$ cat src/rtl/seg_pkg.sv
package seg_pkg;

   typedef enum logic [1:0] {
      REF_FETCH = 2'b00,
      REF_DATA  = 2'b01,
      REF_STACK = 2'b10,
      REF_ALT   = 2'b11
   } ref_type_e;

   typedef enum logic [1:0] {
      SEL_NONE  = 2'b00,
      SEL_CODE  = 2'b01,
      SEL_DATA  = 2'b10,
      SEL_STACK = 2'b11
   } sel_e;

   typedef enum logic [1:0] {
      FLT_NONE   = 2'b00,
      FLT_BOUNDS = 2'b01,
      FLT_RIGHTS = 2'b10
   } fault_e;

   localparam int RIGHT_R = 2;
   localparam int RIGHT_W = 1;
   localparam int RIGHT_X = 0;
   localparam int NUM_DESC = 3;

   function automatic logic [2:0] need_mask(input logic [1:0] rtype, input logic wr);
      logic [2:0] m;
      m = '0;
      if (rtype == REF_FETCH) m[RIGHT_X] = 1'b1;
      else if (wr)            m[RIGHT_W] = 1'b1;
      else                    m[RIGHT_R] = 1'b1;
      return m;
   endfunction

endpackage

$ cat src/rtl/sdr_select.sv
module sdr_select
   import seg_pkg::*;
#(
   parameter int NREG = 3
) (
   input  logic [1:0]      xl_type,
   input  logic [1:0]      xl_override,
   output logic [NREG-1:0] sel_oh
);

   if (NREG != NUM_DESC) begin : g_bad_nreg
      $error("sdr_select: NREG must equal 3");
   end

   logic [NREG-1:0] implicit_oh;
   logic [NREG-1:0] explicit_oh;

   always_comb begin
      implicit_oh = '0;
      case (xl_type)
         REF_FETCH: implicit_oh[0] = 1'b1;
         REF_STACK: implicit_oh[2] = 1'b1;
         default:   implicit_oh[1] = 1'b1;
      endcase
   end

   for (genvar i = 0; i < NREG; i++) begin : g_exp
      assign explicit_oh[i] = (xl_override == 2'(i + 1));
   end

   assign sel_oh = (xl_override == SEL_NONE) ? implicit_oh : explicit_oh;

   // exactly one descriptor chosen whatever the override
   always_comb begin
      a_r3_select_onehot: assert ($onehot(sel_oh) || $isunknown({xl_type, xl_override}));
   end

endmodule

$ cat src/rtl/sdr_file.sv
module sdr_file
   import seg_pkg::*;
#(
   parameter int BASE_W = 24,
   parameter int SIZE_W = 17,
   parameter int NREG   = 3
) (
   input  logic              clk,
   input  logic              rst_n,
   input  logic              ld_en,
   input  logic [1:0]        ld_idx,
   input  logic [BASE_W-1:0] ld_base,
   input  logic [SIZE_W-1:0] ld_size,
   input  logic [2:0]        ld_rights,
   input  logic [1:0]        rd_idx,
   output logic [BASE_W-1:0] rd_base,
   output logic [SIZE_W-1:0] rd_size,
   output logic [2:0]        rd_rights,
   input  logic [NREG-1:0]   xl_sel,
   output logic [BASE_W-1:0] xl_base,
   output logic [SIZE_W-1:0] xl_size,
   output logic [2:0]        xl_rights
);

   if (NREG != NUM_DESC) begin : g_bad_nreg
      $error("sdr_file: NREG must equal 3");
   end
   if (BASE_W < 1 || SIZE_W < 2) begin : g_bad_w
      $error("sdr_file: widths too small");
   end

   logic [BASE_W-1:0] base_q   [NREG];
   logic [SIZE_W-1:0] size_q   [NREG];
   logic [2:0]        rights_q [NREG];

   for (genvar i = 0; i < NREG; i++) begin : g_reg
      logic hit;
      assign hit = ld_en && (ld_idx == 2'(i + 1));
      always_ff @(posedge clk) begin
         if (!rst_n) begin
            base_q[i]   <= '0;
            size_q[i]   <= '0;
            rights_q[i] <= '0;
         end else if (hit) begin
            base_q[i]   <= ld_base;
            size_q[i]   <= ld_size;
            rights_q[i] <= ld_rights;
         end
      end
   end

   // translation read port: one-hot AND-OR mux
   always_comb begin
      xl_base   = '0;
      xl_size   = '0;
      xl_rights = '0;
      for (int i = 0; i < NREG; i++) begin
         xl_base   |= base_q[i]   & {BASE_W{xl_sel[i]}};
         xl_size   |= size_q[i]   & {SIZE_W{xl_sel[i]}};
         xl_rights |= rights_q[i] & {3{xl_sel[i]}};
      end
   end

   // context-save read port
   always_comb begin
      rd_base   = '0;
      rd_size   = '0;
      rd_rights = '0;
      for (int i = 0; i < NREG; i++) begin
         if (rd_idx == 2'(i + 1)) begin
            rd_base   = base_q[i];
            rd_size   = size_q[i];
            rd_rights = rights_q[i];
         end
      end
   end

   // a strobe with the null index leaves every descriptor untouched
   a_r7_null_index_ignored: assert property (@(posedge clk) disable iff (!rst_n)
      (ld_en && ld_idx == SEL_NONE) |=>
         ($stable(base_q[0]) && $stable(base_q[1]) && $stable(base_q[2]) &&
          $stable(size_q[0]) && $stable(size_q[1]) && $stable(size_q[2]) &&
          $stable(rights_q[0]) && $stable(rights_q[1]) && $stable(rights_q[2])));

   // no strobe, no change
   a_r7_hold_without_strobe: assert property (@(posedge clk) disable iff (!rst_n)
      !ld_en |=> ($stable(base_q[0]) && $stable(base_q[1]) && $stable(base_q[2])));

endmodule

$ cat src/rtl/sdr_check.sv
module sdr_check
   import seg_pkg::*;
#(
   parameter int BASE_W  = 24,
   parameter int OFF_W   = 16,
   parameter bit REG_OUT = 1'b1
) (
   input  logic              clk,
   input  logic              rst_n,
   input  logic              xl_valid,
   input  logic [1:0]        xl_type,
   input  logic              xl_write,
   input  logic [OFF_W-1:0]  xl_offset,
   input  logic [BASE_W-1:0] d_base,
   input  logic [OFF_W:0]    d_size,
   input  logic [2:0]        d_rights,
   output logic              res_valid,
   output logic [BASE_W-1:0] res_paddr,
   output logic              res_fault,
   output logic [1:0]        res_kind
);

   localparam int SIZE_W = OFF_W + 1;

   if (BASE_W < OFF_W) begin : g_bad_w
      $error("sdr_check: BASE_W must cover OFF_W");
   end

   logic              in_bounds;
   logic              rights_ok;
   logic [1:0]        kind_c;
   logic [BASE_W-1:0] sum_c;

   assign in_bounds = {1'b0, xl_offset} < d_size;
   assign rights_ok = |(d_rights & need_mask(xl_type, xl_write));
   assign sum_c     = d_base + BASE_W'(xl_offset);

   always_comb begin
      if (!in_bounds)      kind_c = FLT_BOUNDS;
      else if (!rights_ok) kind_c = FLT_RIGHTS;
      else                 kind_c = FLT_NONE;
   end

   if (REG_OUT) begin : g_reg_out
      logic              v_q;
      logic [BASE_W-1:0] pa_q;
      logic [1:0]        k_q;
      always_ff @(posedge clk) begin
         if (!rst_n) begin
            v_q  <= 1'b0;
            pa_q <= '0;
            k_q  <= FLT_NONE;
         end else begin
            v_q  <= xl_valid;
            k_q  <= xl_valid ? kind_c : FLT_NONE;
            pa_q <= (xl_valid && kind_c == FLT_NONE) ? sum_c : '0;
         end
      end
      assign res_valid = v_q;
      assign res_paddr = pa_q;
      assign res_kind  = k_q;

      // result strobe trails the request by one cycle
      a_r10_valid_follows: assert property (@(posedge clk) disable iff (!rst_n)
         xl_valid |=> res_valid);
      a_r10_idle_quiet: assert property (@(posedge clk) disable iff (!rst_n)
         !xl_valid |=> (!res_valid && !res_fault && res_paddr == '0));
      // an out-of-range offset reports bounds even if rights also fail
      a_r6_bounds_priority: assert property (@(posedge clk) disable iff (!rst_n)
         (xl_valid && !in_bounds) |=> (res_kind == FLT_BOUNDS));
   end else begin : g_comb_out
      assign res_valid = xl_valid;
      assign res_kind  = xl_valid ? kind_c : FLT_NONE;
      assign res_paddr = (xl_valid && kind_c == FLT_NONE) ? sum_c : '0;
   end

   assign res_fault = (res_kind != FLT_NONE);

   // an aborted request never exposes an address
   a_r4_fault_no_addr: assert property (@(posedge clk) disable iff (!rst_n)
      res_fault |-> (res_paddr == '0 && res_valid));

   // fault code is one of the defined values
   a_r6_kind_legal: assert property (@(posedge clk) disable iff (!rst_n)
      $onehot0(res_kind));

endmodule

$ cat src/rtl/seg_desc_unit.sv
module seg_desc_unit
   import seg_pkg::*;
#(
   parameter int BASE_W  = 24,
   parameter int OFF_W   = 16,
   parameter bit REG_OUT = 1'b1
) (
   input  logic              clk,
   input  logic              rst_n,
   input  logic              xl_valid,
   input  logic [1:0]        xl_type,
   input  logic              xl_write,
   input  logic [1:0]        xl_override,
   input  logic [OFF_W-1:0]  xl_offset,
   input  logic              ld_en,
   input  logic [1:0]        ld_idx,
   input  logic [BASE_W-1:0] ld_base,
   input  logic [OFF_W:0]    ld_size,
   input  logic [2:0]        ld_rights,
   input  logic [1:0]        rd_idx,
   output logic [BASE_W-1:0] rd_base,
   output logic [OFF_W:0]    rd_size,
   output logic [2:0]        rd_rights,
   output logic              res_valid,
   output logic [BASE_W-1:0] res_paddr,
   output logic              res_fault,
   output logic [1:0]        res_kind
);

   localparam int SIZE_W = OFF_W + 1;
   localparam int NREG   = NUM_DESC;

   if (OFF_W < 1 || BASE_W < OFF_W) begin : g_bad_params
      $error("seg_desc_unit: need 1 <= OFF_W <= BASE_W");
   end

   logic [NREG-1:0]   sel_oh;
   logic [BASE_W-1:0] s_base;
   logic [SIZE_W-1:0] s_size;
   logic [2:0]        s_rights;

   sdr_select #(.NREG(NREG)) u_sel (
      .xl_type     (xl_type),
      .xl_override (xl_override),
      .sel_oh      (sel_oh)
   );

   sdr_file #(.BASE_W(BASE_W), .SIZE_W(SIZE_W), .NREG(NREG)) u_file (
      .clk       (clk),
      .rst_n     (rst_n),
      .ld_en     (ld_en),
      .ld_idx    (ld_idx),
      .ld_base   (ld_base),
      .ld_size   (ld_size),
      .ld_rights (ld_rights),
      .rd_idx    (rd_idx),
      .rd_base   (rd_base),
      .rd_size   (rd_size),
      .rd_rights (rd_rights),
      .xl_sel    (sel_oh),
      .xl_base   (s_base),
      .xl_size   (s_size),
      .xl_rights (s_rights)
   );

   sdr_check #(.BASE_W(BASE_W), .OFF_W(OFF_W), .REG_OUT(REG_OUT)) u_chk (
      .clk       (clk),
      .rst_n     (rst_n),
      .xl_valid  (xl_valid),
      .xl_type   (xl_type),
      .xl_write  (xl_write),
      .xl_offset (xl_offset),
      .d_base    (s_base),
      .d_size    (s_size),
      .d_rights  (s_rights),
      .res_valid (res_valid),
      .res_paddr (res_paddr),
      .res_fault (res_fault),
      .res_kind  (res_kind)
   );

   // a code reload alongside a fetch leaves the fetch on the old base
   a_r8_load_uses_old: assert property (@(posedge clk) disable iff (!rst_n)
      (xl_valid && ld_en && ld_idx == SEL_CODE && xl_type == REF_FETCH &&
       xl_override == SEL_NONE && rd_idx == SEL_CODE && ({1'b0, xl_offset} < rd_size) &&
       rd_rights[RIGHT_X]) |=>
         (res_paddr == $past(rd_base) + BASE_W'($past(xl_offset))));

endmodule

$ cat config.mk
export PLATFORM = sky130hd
export DESIGN_NAME = seg_desc_unit
export DESIGN_NICKNAME = d
export VERILOG_FILES = /design/src/rtl/seg_pkg.sv /design/src/rtl/sdr_select.sv /design/src/rtl/sdr_file.sv /design/src/rtl/sdr_check.sv /design/src/rtl/seg_desc_unit.sv
export SDC_FILE = /design/constraint.sdc
export NUM_CORES = 1
export LEC_CHECK = 0
export BUFFER_PORTS_ARGS = -buffer_cell sky130_fd_sc_hd__buf_2
export CAP_MARGIN = 20
export CORE_MARGIN = 2
export CORE_UTILIZATION = 60
export CTS_CLUSTER_DIAMETER = 60
export DETAILED_ROUTE_END_ITERATION = 8
export PLACE_DENSITY = 0.84
export SYNTH_ARGS = -nofsm -noshare
export SYNTH_HDL_FRONTEND = slang
export SYNTH_SLANG_ARGS = --single-unit
$ cat constraint.sdc
create_clock -name clk -period 11.4 [get_ports clk]
set_input_delay 0.57 -clock clk [delete_from_list [all_inputs] [get_ports clk]]
set_output_delay 0.57 -clock clk [all_outputs]
set_load 0.02 [all_outputs]
### Yosys cells after proc, flatten, opt, wreduce, memory -nomap -nowiden

Memory sizes are Yosys's and may differ from the RTL's.
Cells that the tools add are included.

* register bits after elaboration: 27
* bits in writable memories: 132
* bits of input ports: 73
* output and inout bits: 72
* logic and storage cells: 92
* memories: 3

* $add $sub $neg: 1
* $lt $le $gt $ge: 1
* equal/unequal tests: 10
* muxes and demuxes: 37
* bitwise gates (word level): 25
* reductions and logical operators: 12

Memories
* u_file.base_q: words 3, bits a word 24, read ports 3, clocked after Yosys merged registers in 0, wr ports 3, RTL line sdr_file.sv:32 `logic [BASE_W-1:0] base_q [NREG];`
* u_file.size_q: words 3, bits a word 17, read ports 3, clocked after Yosys merged registers in 0, wr ports 3, RTL line sdr_file.sv:33 `logic [SIZE_W-1:0] size_q [NREG];`
* u_file.rights_q: words 3, bits a word 3, read ports 3, clocked after Yosys merged registers in 0, wr ports 3, RTL line sdr_file.sv:34 `logic [2:0] rights_q [NREG];`

Operator list (count)
* $mux 24: 6
* $mux 17: 6
* $and 24x24->24: 3
* $and 17x17->17: 3
* $or 24x24->24: 2
* $or 17x17->17: 2
* $add 24x16->24: 1
* $mux 3: 7
* $lt 16x17->1: 1
* $mux 1: 15
* $eq 2x2->1 const B: 7
* $and 3x3->3: 4
* $or 1x1->1: 9
* $eq 2x1->1 const B: 3
* $logic_not 2->1: 3
* $mux 2: 3
* $or 3x3->3: 2
* $logic_and 1x1->1: 4
* $reduce_and 2->1: 2
* $reduce_or 3->1: 1
* $reduce_bool 2->1: 1
* $reduce_or 2->1: 1

### Logic depth before layout (Yosys ltp)

* depth after elaboration: 14
* depth in mapped cells: 17
* depth with buffers taken out: 14

### Cells and area by module

A second synthesis with hierarchy kept.

* cell total of the unflattened synthesis: 803
* area total of the unflattened synthesis: 9216.3 um^2

Modules (own cells, without submodules)
* sdr_file: instances 1, cells each 495, area each 6834.1 um^2, seq. area each 3963.8 um^2
* sdr_check: instances 1, cells each 302, area each 2346.0 um^2, seq. area each 540.5 um^2
* sdr_select: instances 1, cells each 6, area each 36.3 um^2, seq. area each 0.0 um^2

### Worst setup path after synthesis

OpenSTA, ideal clock, no wires.

* path type: input-to-reg
* start point: input ld_en
* end point: memory u_file.base_q[0][0], enable pin
* arrival time: 3743 ps
* required time: 10894 ps
* setup slack: 7150 ps
* stages: 2
* path buffers: 0
* cells stage by stage: nand2_1 -> o21ai_0

RTL lines
* from (decl): RTL line seg_desc_unit.sv:15 `input logic ld_en,`
* to (decl): RTL line sdr_file.sv:32

### Worst setup path in the final report

* start point: input xl_override[0]
* end point: register u_chk.g_reg_out.pa_q[23] (netlist: u_chk.res_paddr[23])

* word-level cells in the longest chain between the ends: 12

Ends and longest elaborated chain
* from (decl): RTL line seg_desc_unit.sv:13 `input logic [1:0] xl_override,`
* $eq 2x1->1 (tied with other cells): RTL line sdr_select.sv:28 `assign explicit_oh[i] = (xl_override == 2'(i + 1));`
* $mux 3 *: RTL line sdr_select.sv:31 `assign sel_oh = (xl_override == SEL_NONE) ? implicit_oh : explicit_oh;`
* branches (longest 10 deep; another with $lt 16x17->1)
* to (signal assigned): RTL line sdr_check.sv:56 `pa_q <= (xl_valid && kind_c == FLT_NONE) ? sum_c : '0;`
* to (decl): RTL line sdr_check.sv:46 `logic [BASE_W-1:0] pa_q;`

Mark *: on every way between the ends.
A chain may end at the register's enable or synchronous reset.

==> impl_results.md <==
- Unrepaired setup endpoints after global routing: false
- CTS sink count: 159
- Initial antenna violation count: 1
- Share of synthesized registers carrying an async set or reset: 0
- Min cycle time layout: 4250 ps
- Register area share after synthesis: 0.516
- Top FF cell, synth: edfxtp_1
- Stages on the worst setup path: 11
- Full die area: 15500 µm²
- Distinct cells, synth: 63
- Routability Congestion: 1.02
- Yosys top cell by area: edfxtp_1
- Port Buffers: 144
- Crit path kind: in -> reg
- Period utilization: 0.373
- Crit path capture type: register
- Crit start category: input port
- Detailed Route WL: about 24 mm
- Worst path top cell family by delay: compound AO/OA/AOI/OAI gates
- Layout cell share with drive strength beyond 1: 0.274
- Post-synth EDFFs: 132
- Post-Syn Nets: 852
- Most crowded layer after global routing: met2
- Die width: 125 µm
- Commonest non-fill, non-tap cell in the layout: buf_2
- Fin. max-slew vios: 0
- Dpl cells: a little over 1k
- Hold-fix buffers, CTS: 0
- All-Layer GR Usage: 0.304
- PwrDens: 149 nW/µm²
- Post-Synthesis Cells: about 750
- Share of the synthesized area in the top cell type: 0.454
- Global-route track usage on met2: 0.484
- Avg Vias per Cell: 6.51
- MaxCap Viol Count: 0
- Max VDD drop: 0.000105 V
- Number of synthesized register bits: 159
- Tot Pwr: around 1.5 mW
- Commonest cells after routing, fill and taps aside: 144 x buf_2, 137 x and2_1, 132 x edfxtp_1, 47 x mux2_2, 44 x a22o_1
- Clk Latency, worst-skew pair: 440 ps
- Final setup fails: 0
- Std-Cell Rows: between 40 and 50
- Antenna-violating nets left: 0
- Actual slew at the worst max-slew pin: 1000 ps
- Syn_area_per_cell: approximately 12 µm²
- Grt total ovfl: 0
- WL/cell: roughly 23 µm
- Static Leak: 4.25 nW
- Hpwl dp: 16.0 mm
- Crit path DAT: 4630 ps
- TritonCTS clock tree: built
- Synth Warn #: 0
- First-pass detailed-route iteration total: 8
- Clock transition at path regs: 60 ps
- Total CTS buffers: 17
- Reg2reg path depth: 9
- GR Layer Usage met1: 0.410
- Final Hold Fails: 0
- Post-layout util: 0.704
- Post-route setup TNS: 0 ps
- Core ar.: 14400 µm²
- Cell Count, Final, Fillers Out: about 1.1k
- Worst path bufs/invs: 1
- Hold Path Class: in -> reg
- H-tree Lvls: 4
- Setup Skew: 6.09 ps
- Top cells by area, synth: edfxtp_1 45%, and2_1 9.8%, dfxtp_1 6.2%, mux2_2 6.1%, ha_1 4.4%
- Clk buf depth: 2
- Nets: roughly 1000
- Slowest stage delay, CP: 920 ps
- Post-Syn Area: 8730 µm²
- Slew margin rel.: 0.330
- Initial core utilization: 0.608
- Data required time at the worst endpoint: 11780 ps
- Worst Hold Depth: 2
- Clock tree root driver cell: clkbuf_16
- Largest net degree at the start of global routing: 46
- Critical-path cell list: buf_2, o21ba_2, a222oi_1, ha_1, a21o_1, a221o_1, a211oi_1, a21oi_1, or4b_1, a211o_1, nand2_1
- Post-route DRC violation count: 0
- DRT iter0 DRCs: 1099
- Status: finished clean
- # Post-CTS Setup Buffers: 0
- Slowest CP cell: o21ba_2
- Fmax: 235 MHz
- Ports: roughly 150
- DIE HEIGHT: 125 µm
- PostCTS Resize Cnt: 0
- First-pass GRT wire length: 36.3 mm
- Critical path fanouts, max: 40
- Vias in the first global route: 6677
- Global routing usage on met3: 0.0571
- Layout area overhead: 15.8%
- Routed via count: 6929
-- path summary, 6_finish.rpt --
kind | startpoint | endpoint | slack (ps)
min | ld_base[15] | u_file.base_q[2][15] | 430
max reg2reg | u_file.size_q[2][14] | u_chk.res_paddr[23] | 7880
max | xl_override[0] | u_chk.res_paddr[23] | 7150
min reg2reg | u_file.base_q[0][23] | u_chk.res_paddr[23] | 720
-- final cells by class --
class	instances	area, µm²
Sequential cell	159	4500
Fill cell	1009	4260
Multi-Input combinational cell	506	3940
Timing Repair Buffer	154	808
Clock buffer	20	437
Tap cell	184	230
Inverter	32	120
Clock inverter	9	72.6
Antenna cell	1	2.50
-- cell families after synthesis --
group / count (synthesis) / share of synthesized area
AND/OR/NAND/NOR: 238 / 0.162
XOR/XNOR: 13 / 0.0130
buffers and inverters: 82 / 0.0385
multiplexers: 47 / 0.0606
flip-flops: 159 / 0.516
adder cells (fa/ha/maj): 32 / 0.0467
AO/OA/AOI/OAI: 176 / 0.164
-- cells in the mapped netlist (all sizes together) (2+ instances only) --
cell type,number
and2,137
edfxtp,132
mux2,47
a22o,44
a222oi,36
clkbuf,36
inv,32
nor2,32
ha,31
dfxtp,27
a21oi,18
o21ai,17
a21o,14
buf,14
nand2,12
nand3,11
nor3,9
a211oi,8
xnor2,8
nand2b,7
nor2b,7
o21a,6
xor2,5
a211o,4
a22oi,4
and3,4
nor4,4
a31oi,3
nand4,3
o211ai,3
o21bai,3
a221o,2
nor3b,2
o2bb2ai,2
o31ai,2
or3,2
or4bb,2
-- state kept, by name, summed over array words and instances, names as in the netlist --
signal,count
u_chk.res_paddr,24
u_file.base_q,72
u_chk.res_valid,1
u_chk.res_kind,2
u_file.size_q,51
u_file.rights_q,9
-- layer usage --
layer,wire length [µm],part of all wire
met5,0,0
met4,926,0.039
met3,2380,0.099
met2,11300,0.47
met1,9360,0.39
-- power by group --
part	switching, mW	internal (mW)
logic	0.187	0.119
registers	0.0227	0.673
clock network	0.216	0.292
total	0.426	1.08
-- per-stage QoR --
stage               hold slack (ps)  worst slack [ps]  area [µm²]
floorplan                       574              7150        8730
global placement                686              7020        9580
detailed placement              691              6880        9600
CTS                             427              7240       10100
global route                    438              6960       10100
finish                          427              7150       10100
Power figures use the tool's default switching activity.
